### src/rtl/vend_pkg.sv
package vend_pkg;
  typedef enum logic [2:0] {
    ST_ZERO   = 3'd0,
    ST_C5     = 3'd1,
    ST_C10    = 3'd2,
    ST_C15    = 3'd3,
    ST_C20    = 3'd4,
    ST_FULL   = 3'd5,
    ST_VEND_A = 3'd6,
    ST_VEND_B = 3'd7
  } vend_state_e;

  localparam int unsigned NUM_COINS = 3;  // index 0 nickel, 1 dime, 2 quarter
  localparam int unsigned FULL_U    = 5;  // credit units (5 cents) for a vend

  function automatic logic [3:0] coin_units(input int unsigned idx);
    case (idx)
      0:       coin_units = 4'd1;
      1:       coin_units = 4'd2;
      default: coin_units = 4'd5;
    endcase
  endfunction
endpackage

### src/rtl/coin_rise_det.sv
module coin_rise_det #(
  parameter int unsigned N = 3
) (
  input  logic         clk_i,
  input  logic         rst_ni,
  input  logic [N-1:0] btn_i,
  output logic [N-1:0] rise_o
);
  for (genvar g = 0; g < N; g++) begin : g_bit
    logic prev_q;
    always_ff @(posedge clk_i or negedge rst_ni) begin
      if (!rst_ni) prev_q <= 1'b0;
      else         prev_q <= btn_i[g];
    end
    assign rise_o[g] = btn_i[g] & ~prev_q;

    AST_SINGLE_PULSE: assert property (@(posedge clk_i) disable iff (!rst_ni)
      rise_o[g] |=> !rise_o[g]);
  end
endmodule

### src/rtl/vend_next_state.sv
module vend_next_state
  import vend_pkg::*;
(
  input  vend_state_e          state_i,
  input  logic                 clear_i,
  input  logic [NUM_COINS-1:0] rise_i,
  output vend_state_e          state_o
);
  logic [3:0] add_u;
  logic [3:0] sum_u;
  logic       any_coin;

  // later index wins: quarter > dime > nickel
  always_comb begin
    add_u    = '0;
    any_coin = 1'b0;
    for (int i = 0; i < NUM_COINS; i++) begin
      if (rise_i[i]) begin
        add_u    = coin_units(i);
        any_coin = 1'b1;
      end
    end
  end

  assign sum_u = {1'b0, state_i} + add_u;

  always_comb begin
    state_o = state_i;
    if (clear_i) begin
      state_o = ST_ZERO;
    end else begin
      case (state_i)
        ST_FULL:   state_o = ST_VEND_A;
        ST_VEND_A: state_o = ST_VEND_B;
        ST_VEND_B: state_o = ST_ZERO;
        default: begin
          if (any_coin) begin
            if (sum_u >= 4'(FULL_U)) state_o = ST_FULL;
            else                     state_o = vend_state_e'(sum_u[2:0]);
          end
        end
      endcase
    end
  end
endmodule

### src/rtl/vend_out_decode.sv
module vend_out_decode
  import vend_pkg::*;
#(
  parameter int unsigned NUM_LEDS   = 8,
  parameter int unsigned NUM_DIGITS = 4,
  localparam int unsigned SEG_W     = 7 * NUM_DIGITS
) (
  input  vend_state_e         state_i,
  output logic [NUM_LEDS-1:0] led_o,
  output logic [SEG_W-1:0]    seg_o,
  output logic [2:0]          code_o
);
  logic flash;
  assign flash  = (state_i == ST_FULL) || (state_i == ST_VEND_B);
  assign led_o  = {NUM_LEDS{flash}};
  assign seg_o  = {SEG_W{flash}};
  assign code_o = state_i;
endmodule

### src/rtl/coin_vend_fsm.sv
module coin_vend_fsm
  import vend_pkg::*;
#(
  parameter int unsigned NUM_LEDS   = 8,
  parameter int unsigned NUM_DIGITS = 4,
  localparam int unsigned SEG_W     = 7 * NUM_DIGITS
) (
  input  logic                clk_i,
  input  logic                rst_ni,
  input  logic                clear_i,
  input  logic                nickel_i,
  input  logic                dime_i,
  input  logic                quarter_i,
  output logic [NUM_LEDS-1:0] led_o,
  output logic [SEG_W-1:0]    seg_o,
  output logic [2:0]          state_o
);
  logic [NUM_COINS-1:0] rise;
  vend_state_e          state_q, state_d;

  coin_rise_det #(.N(NUM_COINS)) u_rise (
    .clk_i  (clk_i),
    .rst_ni (rst_ni),
    .btn_i  ({quarter_i, dime_i, nickel_i}),
    .rise_o (rise)
  );

  vend_next_state u_next (
    .state_i (state_q),
    .clear_i (clear_i),
    .rise_i  (rise),
    .state_o (state_d)
  );

  always_ff @(posedge clk_i or negedge rst_ni) begin
    if (!rst_ni) state_q <= ST_ZERO;
    else         state_q <= state_d;
  end

  vend_out_decode #(.NUM_LEDS(NUM_LEDS), .NUM_DIGITS(NUM_DIGITS)) u_out (
    .state_i (state_q),
    .led_o   (led_o),
    .seg_o   (seg_o),
    .code_o  (state_o)
  );

  AST_CLEAR_ZERO: assert property (@(posedge clk_i) disable iff (!rst_ni)
    clear_i |=> state_o == 3'd0);
  AST_FULL_TO_VEND: assert property (@(posedge clk_i) disable iff (!rst_ni)
    (state_o == 3'd5 && !clear_i) |=> state_o == 3'd6);
  AST_VEND_A_TO_B: assert property (@(posedge clk_i) disable iff (!rst_ni)
    (state_o == 3'd6 && !clear_i) |=> state_o == 3'd7);
  AST_VEND_B_TO_ZERO: assert property (@(posedge clk_i) disable iff (!rst_ni)
    (state_o == 3'd7 && !clear_i) |=> state_o == 3'd0);
  AST_IDLE_HOLD: assert property (@(posedge clk_i) disable iff (!rst_ni)
    (state_o < 3'd5 && !clear_i && rise == '0) |=> $stable(state_o));
  AST_ONE_COIN: assert property (@(posedge clk_i) disable iff (!rst_ni)
    (state_o < 3'd5 && !clear_i && rise != '0) |=>
      (state_o > $past(state_o) && state_o <= 3'd5));
  AST_DARK_GAP: assert property (@(posedge clk_i) disable iff (!rst_ni)
    state_o == 3'd6 |-> (led_o == '0 && seg_o == '0));
  AST_FLASH_ON: assert property (@(posedge clk_i) disable iff (!rst_ni)
    (state_o == 3'd5 || state_o == 3'd7) |-> (&led_o && &seg_o));
endmodule

### config.mk
export PLATFORM = sky130hd
export DESIGN_NAME = coin_vend_fsm
export DESIGN_NICKNAME = d
export VERILOG_FILES = /design/src/rtl/vend_pkg.sv /design/src/rtl/coin_rise_det.sv /design/src/rtl/vend_next_state.sv /design/src/rtl/vend_out_decode.sv /design/src/rtl/coin_vend_fsm.sv
export SDC_FILE = /design/constraint.sdc
export NUM_CORES = 1
export LEC_CHECK = 0
export BUFFER_PORTS_ARGS = -buffer_cell sky130_fd_sc_hd__buf_2
export CAP_MARGIN = 10
export CORE_UTILIZATION = 41
export DETAILED_ROUTE_END_ITERATION = 12
export PLACE_DENSITY = 0.78
export SYNTH_ARGS = -nofsm -noshare
export SYNTH_HDL_FRONTEND = slang
export SYNTH_SLANG_ARGS = --single-unit
### constraint.sdc
create_clock -name clk_i -period 3.4 [get_ports clk_i]
set_clock_uncertainty 0.2 [all_clocks]
set_input_delay 0 -clock clk_i [delete_from_list [all_inputs] [get_ports clk_i]]
set_output_delay 0 -clock clk_i [all_outputs]
set_load 0.01 [all_outputs]
==> run summary <==
MaxCap Viol Count: 0
first-pass GRT wire length: 1910 um
Area Growth Syn to Fin: 7.58%
ant diodes: 0
Setup crit start kind: input pin
Simple-Gate Fraction of Synth Area: 8.84%
cts repair resizes: 0
Starting DRT DRC Count: 14
most frequent cells in the layout: buf_2 (44), dlygate4sd3_1 (6), dfrtp_1 (6), a21oi_1 (5), inv_1 (4)
count of yosys warnings during synthesis: 0
Die W: 43.1 um
status: complete, no violations
Arr. time, crit path: 3.08 ns
Max Root-Sink Buffers: 2
drc violations: 0
worst setup margin: 0.273 ns
Worst-Skew Late Latency: 0.25 ns
vias: 545
Leakage: 0.474 nW
register area share after synthesis: 21.7%
fin crit share: 92.0%
adder-cell share of the synthesized area: 8.30%
Reg clk slew, reported paths: 0.05 ns
Final #Nets: 107
cell count after synthesis: 78
Num CTS Buffers: 3
CTS tree: built
clock sink count: 6
endpoints failing hold: 0
Die Ht: 43.1 um
drt first pass iters: 4
Post-Syn Area: 693 um2
endpoints failing setup: 0
Rel. slew slack: 46.6%
mux cell area share after synthesis: 1.44%
Cell variety after synth: 27
CP peak stage delay: 0.54 ns
crit end category: flip-flop
number of synthesized register bits: 6
Detail Placement HPWL: 964 um
Initial Util: 45.0%
# hold bufs at CTS: 6
Crit Path Max Fanout: 4
most common cell after layout, fill and taps aside: buf_2
largest net degree at the start of global routing: 39
Post-Place Setup Slack: 0.468 ns
floorplan row count: 14
core outline area: 0.00154 mm2
critical-path cell list: dlygate4sd3_1 > buf_2 > nor2b_1 > nor3b_1 > nor2_1 > ha_1 > fa_1 > or2_1 > o32a_1 > a32o_1 > a221oi_2
Buffers & Inverters on Critical Path: 2
final number of max-transition violations: 0
# IOs: 45
Via density: 4.91
Hold Crit Class: input pin to flip-flop
GP Congestion: 0.812
Tot GR Track Use: 14.4%
Max VDD drop: 0.000373 V
Die Area: 0.00186 mm2
port bufs: 44
final WL: 1310 um
Routed Antenna Nets: 0
R2R Setup Slk: 0.44 ns
final setup TNS: 0 ns
largest family of logic cells by synthesized area: buffers and inverters
Syn Nets: 88
vias in the first global route: 420
grt total ovfl: 0
pwr dens: 727 mW/mm2
CP required: 3.36 ns
FMAX: 320 MHz
Tmin final: 3.13 ns
CP max stage cell: dlygate4sd3_1
Worst Tran Pin Value: 0.801 ns
share of layout cells above drive strength 1: 51.6%
compound-gate portion of the synthesized area: 16.6%
Synth Area in XOR/XNOR: 1.26%
syn_area_per_cell: 8.89 um2
RSZ-0062 raised after global routing: no
Post-CTS Setup Inserts: 0
critical path class: input pin to flip-flop
fill count: 143
H-tree depth: 1
DR WL/cell: 11.8 um
Root Driver: clkbuf_4
antenna violations before repair: 0
Crit path max-delay family: simple AND/OR/NAND/NOR gates
[metal layers]
metal | vias up | part of all wire [%] | global-route usage (%)
met5 | - | 0 | 0
met4 | 0 | 0.91 | 9.09
met3 | 2 | 7.2 | 1.28
met1 | 240 | 43 | 18.6
li1 | 270 | - | -
met2 | 33 | 49 | 22.7
[flip-flops by register name, indices dropped and copies added (netlist names)]
name	cells
state_q	3
u_rise.g_bit.prev_q	3
[cells by family after synthesis]
kind of cell | after synthesis
buffers and inverters | 41
AOI/OAI and AO/OA | 15
and+or+nand+nor | 10
xor gates and xnor gates | 1
muxes | 1
adders and majority gates | 4
DFF | 6
[path summary, 6_finish.rpt]
check,start,end,cells after the start
max in group asynchronous,rst_ni,u_rise.g_bit[1].prev_q,3
worst max-delay path,quarter_i,state_q[1],11
worst max register to register,u_rise.g_bit[2].prev_q,state_q[1],9
min in group asynchronous,rst_ni,state_q[2],3
worst min-delay path,quarter_i,u_rise.g_bit[2].prev_q,2
worst min register to register,state_q[0],state_q[0],2
[where the power goes]
| part | switching [W] | internal (W) | leakage [nW] |
|---|---|---|---|
| registers | 0.0000281 | 0.0000891 | 0.0744 |
| clock network | 0.0000283 | 0.0000401 | 0.0138 |
| logic | 0.000201 | 0.000156 | 0.386 |
| total | 0.000257 | 0.000285 | 0.474 |
[per-stage QoR]
stage | cells | util (%) | hold slack (ns) | power [W] | instance area [um2]
detailed placement | 102 | 43.0 | -0.368 | 0.000467 | 663
global placement | 102 | 43.0 | -0.374 | 0.000463 | 663
finish | 111 | 48.4 | 0.217 | 0.000542 | 746
global route | 111 | 48.4 | 0.219 | 0.000585 | 746
floorplan | 78 | - | -0.496 | 0.000469 | 693
CTS | 111 | 48.4 | 0.203 | 0.000541 | 746
[cell type report]
type | count | area, um2 | area share, %
Clock buffer | 3 | 22.5 | 3.02
Timing Repair Buffer | 50 | 280 | 37.6
Tap cell | 16 | 20.0 | 2.68
Sequential cell | 6 | 150 | 20.1
Inverter | 5 | 20.0 | 2.68
Multi-Input combinational cell | 31 | 253 | 33.9
[worst register-to-register path: stages (launching register included)]
cell      delay (ns)
dfrtp_1         0.33
nor2b_1         0.07
nor3b_1         0.43
nor2_1          0.12
ha_1            0.24
fa_1            0.45
or2_1           0.27
o32a_1          0.33
a32o_1          0.22
a221oi_2        0.21
[Yosys cell counts]
cell        number  area share (%)
o21ai_0          1            0.72
a21o_1           2             2.2
or3_1            1            0.90
nand3_1          2             1.4
o32a_1           1             1.4
a221oi_1         1             1.3
o221ai_1         1             1.3
fa_1             1             2.9
mux2i_1          1             1.4
and2_1           1            0.90
inv_1            4             2.2
nor2_1           1            0.54
clkinvlp_2       1            0.72
a221oi_2         1             2.2
xor2_1           1             1.3
a31o_1           1             1.3
nand4_1          1            0.90
nor2b_1          1            0.90
dfrtp_1          6              22
nand4b_1         1             1.3
a32o_1           1             1.4
a211o_1          1             1.3
buf_4           36              39
ha_1             3             5.4
or2_1            1            0.90
nor3b_1          1             1.1
a21oi_1          5             3.6
Note: power is estimated with default switching activity, not from simulation.
